$ cat src/rtl/dbg_cmd_exec.sv
module dbg_cmd_exec #(
  parameter int STEAL_LIMIT = 128
) (
  input  logic        clk,
  input  logic        rst_n,
  input  logic        cmd_valid,
  input  logic [7:0]  cmd_byte,
  input  logic        dbg_en,
  input  logic        bus_idle,
  input  logic        bg_active,
  input  logic        mem_done,
  input  logic [15:0] mem_rdata,
  output logic        mem_req,
  output logic [15:0] mem_addr,
  output logic        mem_win,
  output logic        cpu_freeze,
  output logic        bg_req,
  output logic        ack,
  output logic        rsp_valid,
  output logic [7:0]  rsp_byte
);
  localparam int CW = $clog2(STEAL_LIMIT + 1);
  localparam logic [CW-1:0] LAST = CW'(STEAL_LIMIT - 1);
  localparam logic [7:0] OP_BGND = 8'h90, OP_HS_ON = 8'hD5, OP_HS_OFF = 8'hD6;
  localparam logic [7:0] OP_RD_BX = 8'hE0, OP_RD_BW = 8'hE4, OP_RD_WW = 8'hEC;

  typedef enum logic [2:0] {S_OP, S_AH, S_AL, S_WAIT, S_ACC, S_R0, S_R1, S_BG} st_t;

  st_t           st;
  logic [7:0]    op_q;
  logic [15:0]   addr_q, rsp_q;
  logic [CW-1:0] cnt_q;
  logic          hs_q, forced_q, first_q, ack_q;

  wire is_read = (cmd_byte == OP_RD_BX) || (cmd_byte == OP_RD_BW) || (cmd_byte == OP_RD_WW);
  wire grant   = (st == S_WAIT) && (bus_idle || cnt_q == LAST);
  wire [15:0] lane = (op_q == OP_RD_WW) ? mem_rdata :
                     addr_q[0] ? {8'h00, mem_rdata[7:0]} : {mem_rdata[15:8], 8'h00};

  always_ff @(posedge clk or negedge rst_n) begin
    if (!rst_n) begin
      st       <= S_OP;
      op_q     <= '0;
      addr_q   <= '0;
      rsp_q    <= '0;
      cnt_q    <= '0;
      hs_q     <= 1'b0;
      forced_q <= 1'b0;
      first_q  <= 1'b0;
      ack_q    <= 1'b0;
    end else begin
      ack_q <= 1'b0;
      case (st)
        S_OP: if (cmd_valid) begin
          if (cmd_byte == OP_BGND) begin
            if (dbg_en) st <= S_BG;
          end else if (cmd_byte == OP_HS_ON) begin
            hs_q  <= 1'b1;
            ack_q <= 1'b1;
          end else if (cmd_byte == OP_HS_OFF) begin
            hs_q <= 1'b0;
          end else if (is_read) begin
            op_q <= cmd_byte;
            st   <= S_AH;
          end
        end
        S_AH: if (cmd_valid) begin
          addr_q[15:8] <= cmd_byte;
          st           <= S_AL;
        end
        S_AL: if (cmd_valid) begin
          addr_q[7:0] <= cmd_byte;
          cnt_q       <= '0;
          st          <= S_WAIT;
        end
        S_WAIT: if (grant) begin
          forced_q <= !bus_idle;
          first_q  <= 1'b1;
          st       <= S_ACC;
        end else begin
          cnt_q <= cnt_q + 1'b1;
        end
        S_ACC: begin
          first_q <= 1'b0;
          if (mem_done) begin
            rsp_q <= lane;
            ack_q <= hs_q;
            st    <= S_R0;
          end
        end
        S_R0: st <= S_R1;
        S_R1: st <= S_OP;
        S_BG: if (bg_active) begin
          ack_q <= 1'b1;
          st    <= S_OP;
        end
        default: st <= S_OP;
      endcase
    end
  end

  assign mem_req    = (st == S_ACC);
  assign mem_addr   = {addr_q[15:1], 1'b0};
  assign mem_win    = (op_q != OP_RD_BX);
  assign cpu_freeze = mem_req && (forced_q || !first_q);
  assign bg_req     = (st == S_BG);
  assign ack        = ack_q;
  assign rsp_valid  = (st == S_R0) || (st == S_R1);
  assign rsp_byte   = (st == S_R1) ? rsp_q[7:0] : rsp_q[15:8];

  AST_BG_NEEDS_EN: assert property (@(posedge clk) disable iff (!rst_n)
    $rose(bg_req) |-> $past(dbg_en)) else $error("bg_req without enable");
  AST_ACK_SINGLE: assert property (@(posedge clk) disable iff (!rst_n)
    ack |=> !ack) else $error("ack longer than one cycle");
  AST_ADDR_HOLD: assert property (@(posedge clk) disable iff (!rst_n)
    mem_req && !mem_done |=> mem_req && $stable(mem_addr)) else $error("request dropped early");
  AST_TIMEOUT_FREEZE: assert property (@(posedge clk) disable iff (!rst_n)
    (st == S_WAIT) && !bus_idle && (cnt_q == LAST) |=> cpu_freeze) else $error("no forced freeze");
  AST_FREEZE_IN_ACCESS: assert property (@(posedge clk) disable iff (!rst_n)
    cpu_freeze |-> mem_req) else $error("freeze outside access");
  AST_RSP_PAIR: assert property (@(posedge clk) disable iff (!rst_n)
    $rose(rsp_valid) |=> rsp_valid) else $error("response byte missing");
endmodule

$ cat config.mk
export PLATFORM = sky130hd
export DESIGN_NAME = dbg_cmd_exec
export DESIGN_NICKNAME = d
export VERILOG_FILES = /design/src/rtl/dbg_cmd_exec.sv
export SDC_FILE = /design/constraint.sdc
export NUM_CORES = 1
export LEC_CHECK = 0
export ABC_AREA = 1
export BUFFER_PORTS_ARGS = -buffer_cell sky130_fd_sc_hd__buf_2
export CAP_MARGIN = 20
export CORE_ASPECT_RATIO = 0.75
export CORE_MARGIN = 2
export CORE_UTILIZATION = 46
export DETAILED_ROUTE_END_ITERATION = 8
export GPL_TIMING_DRIVEN = 0
export PLACE_DENSITY = 0.73
export SLEW_MARGIN = 20
export SYNTH_ARGS = -nofsm -noshare
export SYNTH_HDL_FRONTEND = slang
export SYNTH_SLANG_ARGS = --single-unit
$ cat constraint.sdc
create_clock -name clk -period 1.7 [get_ports clk]
set_input_delay 0 -clock clk [delete_from_list [all_inputs] [get_ports clk]]
set_output_delay 0 -clock clk [all_outputs]
set_load 0.01 [all_outputs]
==> results.md <==
Clock network:
- Counting the buffers created by CTS gives 5.
- For the worst-skew pair, the clock arrives at the later sink with an insertion delay of between 300 and 400 ps.
- TritonCTS built the clock tree.
- The count of clock tree sinks is 55.
- After clock tree synthesis, the clock-pin slew on the worst setup and hold paths is ~110 ps.
- The depth of the CTS H-tree is 2.
- The root buffer cell is clkbuf_8.
- The clock passes through at most 2 buffers.

Timing:
- The measured slew at the worst slew-check pin is between 600 and 700 ps.
- The worst pin sits at a relative slew slack of a little over half.
- The minimum period implied by the final worst setup slack is 1620 ps.
- The final-layout worst hold slack is roughly 17 ps.
- Dividing the final minimum period by the clock period gives a little over nine tenths.
- The sum of negative setup slack is 0 ps.
- For this run, the top clock speed supported by timing is 618 MHz.
- The total count of hold-check failures in the final report came to 0.
- On the final layout, the worst clock skew is 11.0 ps.
- The count of final max-slew check failures is 0.
- Setup violations remaining at the end of the flow were counted as 0.
- Setup repair after global routing left no endpoint under its margin.

Drt:
- The total iterations of the first detailed-routing run is 4.
- The number of nets still failing antenna checks after routing is 0.
- The detailed-route DRC error count is 0.
- Dividing the detail-routed wire length by the instance count gives about 12 um.
- In the detailed route, the total length drawn on met3 is about 330 um.
- The DRC violation total after the first TritonRoute iteration is about 170.
- The overall routed net length is 6190 um.
- The routed via count is 2428.
- Using the TritonRoute via totals, the vias-per-cell ratio works out to ~4.9.
- In the final routing, the length of wire on met1 measures 2840 um.
- The routed design uses roughly 2900 um of met2 wire.
- The highest signal layer in the routed design is met4.

Synth:
- Summed over all instances, the cell type with the most area after synthesis is dfrtp_1.
- By area the synthesized netlist is led by dfrtp_1 (51%), nand2_1 (14%), nand3_1 (6.3%), o21ai_0 (5.0%), inv_1 (4.8%).
- During synthesis, Yosys emitted a total of 0 warnings.
- The area share of the largest cell type after synthesis is between 50% and 60%.
- The number of synthesized flops with an enable pin is 0.
- The synthesized area per cell is roughly 8.2 um2.
- The post-synth net total is ~370.
- Among all flip-flop cells after synthesis, the most frequent one is dfrtp_1.
- The distinct cell type count of the synthesized netlist is 26.
- The proportion of synthesized flip-flops having asynchronous set or reset is 100%.
- The gate count of the mapped netlist is around 330.
- Counting flops and latches in the post-synthesis netlist gives between 50 and 60.
- Counting instances in the post-synthesis netlist gives the leading cell types as nand2_1 (104), dfrtp_1 (55), inv_1 (35), nand3_1 (34), o21ai_0 (27).
- Of the synthesized area, sequential elements account for between 50% and 60%.
- The cell area after synthesis is approximately 2700 um2.
- nand2_1 is the most common cell in the netlist.

Placement:
- Including well taps, the total number of placed cells is 470.
- In this run the tool buffered the top-level ports with 59 buffer cells.
- Routability-driven placement finished with a final weighted congestion of 0.858.
- Summing all placed instances gives a cell area of 3110 um2.
- Detailed placement ended at an HPWL of ~4200 um.

Die:
- From bottom edge to top edge, the die measures just over 70 um.
- From left edge to right edge, the die measures around 93 um.
- Once the floorplan was initialized, standard cells occupied 47.1% of the core.
- The full die area is 6540 um2.
- The core region is 5770 um2.
- The number of core rows is 24.
- 61 I/O pins were placed.

Final layout:
- The share of final-layout standard cells stronger than drive strength 1 is 26.5%.
- After routing the design area is ~3500 um2.
- For this run, the share of the core covered by cells in the final layout is around three fifths.
- The post-layout instance count excluding filler cells is 500.
- The area growth from synthesis to final layout is 27.9%.
- The number of inserted diodes is 0.
- The net count of the finished layout is ~450.

Global route:
- The via count of the first global-routing pass came to 2326.
- The largest net degree at the start of global routing is 56.
- The number of antenna violations at the first check in global routing was 0.
- The leftover overflow at the end of global routing is 0.
- Across every metal layer, demand over resource in global routing totals between 10% and 20%.
- The wire length of the first global-routing pass is 10400 um.

Critical path:
- The type of element capturing the critical path is an output pin.
- The arrival time at the worst endpoint is 1620 ps.
- For the worst setup path, the data required time is between 1500 and 2000 ps.
- Of all nets on the critical path, the largest fanout is 8.
- The type of origin of the critical path is a flip-flop.
- The critical path in this run is classified as reg2out.

Power and ir drop:
- The cell-internal power is between 2 and 3 mW.
- In this run the static leakage power is roughly 1.9 nW.
- IR analysis of the VDD net gives a maximum drop of between 0.7 and 0.8 mV.
- The clock share of power is approximately 17%.
- Power spread over the standard cell area amounts to between 1000 and 1500 nW/um2.
- In this run switching power makes up about 37% of total power.
- Summed over all nets, the switching power comes to 1.67 mW.
- The part of the total power dissipated in sequential elements is a little over two fifths.
- The fraction of power consumed by combinational cells is between 40% and 50%.

Job:
- The number of max-cap violations is 0.

Run status:
- The run finished with clean final reports.

Hold path:
- The classification of the worst-slack hold path is in2reg.
[flip-flops by register name, indices dropped and copies added (netlist names)]
register,flops
ack,1
addr_q,16
cnt_q,8
first_q,1
forced_q,1
hs_q,1
op_q,8
rsp_q,16
st,3
[worst paths after layout]
kind	start	end	slack, ps	cells past startpoint
min in group asynchronous	rst_n	cnt_q[4]	270	2
worst max-delay path	st[1]	rsp_byte[5]	80	5
worst min register to register	op_q[7]	op_q[7]	470	2
worst max register to register	cnt_q[0]	cnt_q[4]	160	9
worst min-delay path	cmd_byte[1]	addr_q[1]	20	3
max in group asynchronous	rst_n	st[1]	940	2
[power by group through the flow]
stage               Combinational (mW)  Clock [mW]  Sequential (mW)
global route                      2.02       0.809             1.99
detailed placement                1.71           0             1.95
finish                            1.79       0.745             1.94
global placement                  1.67           0             1.94
CTS                               1.76       0.761             1.93
floorplan                         1.22           0             1.89
[layout make-up]
class / instances / area [um2]
Multi-Input combinational cell: 218 / 1090
Timing Repair Buffer: 81 / 515
Sequential cell: 55 / 1380
Fill cell: 525 / 2290
Clock inverter: 3 / 22.5
Inverter: 38 / 145
Clock buffer: 5 / 68.8
Buffer: 22 / 160
Tap cell: 78 / 97.6
[what timing repair did]
action / CTS / global route
setup endpoints to repair: 10 / 27
gates resized for setup: 2 / 13
hold endpoints to repair: 76 / 0
setup buffers: 0 / 1
hold buffers: 21 / 0
pin swaps: 0 / 2
[critical path, stage by stage (launching register included)]
cell,delay (ps)
dfrtp_2,450
inv_1,90
nor2_2,60
nand2_2,190
mux2_2,370
buf_2,150
[kinds of logic (layout without fill, tap and decap cells)]
| group | Yosys count | in the layout | share of synthesized area [%] |
|---|---|---|---|
| compound gates | 35 | 35 | 6.54 |
| fa+ha+maj | 1 | 1 | 0.461 |
| buf+inv | 60 | 149 | 11.1 |
| flops | 55 | 55 | 50.7 |
| mux | 8 | 8 | 3.32 |
| other cells | 1 | 1 | 0.138 |
| simple gates | 173 | 173 | 27.7 |
[through the flow]
stage                     setup slack [ps]  total power, mW
after floorplan                        272             3.11
after global placement                68.1             3.61
after detailed placement              24.0             3.66
after CTS                             3.82             4.45
after global routing                  6.87             4.82
final                                 83.2             4.48
[cell usage in the layout, fill, tap and decap left out, types with 2 or more instances in the layout]
| master | Yosys | routed |
|---|---|---|
| nand4_1 | 7 | 7 |
| nand2_2 | 2 | 2 |
| inv_1 | 35 | 35 |
| nor2_2 | 1 | 2 |
| mux2_2 | 8 | 8 |
| a21oi_1 | 3 | 3 |
| inv_2 | 3 | 2 |
| nor2_4 | 1 | 3 |
| buf_6 | 2 | 2 |
| o21ai_1 | 4 | 4 |
| nand3_1 | 34 | 33 |
| nor2_1 | 17 | 14 |
| buf_2 | 1 | 59 |
| nand2_1 | 104 | 103 |
| clkbuf_8 | 0 | 5 |
| clkbuf_1 | 3 | 2 |
| dfrtp_1 | 55 | 54 |
| dlygate4sd3_1 | 0 | 21 |
| buf_4 | 16 | 18 |
| o21ai_0 | 27 | 27 |
| nor4_1 | 2 | 2 |
| nand3b_1 | 2 | 2 |
[metal layers]
| metal | global-route usage, % | up-vias |
|---|---|---|
| met5 | 0 | - |
| met2 | 30.9 | 64 |
| li1 | - | 1224 |
| met3 | 4.26 | 13 |
| met4 | 8.66 | 0 |
| met1 | 27.6 | 1127 |
Note: power is estimated with default switching activity, not from simulation.
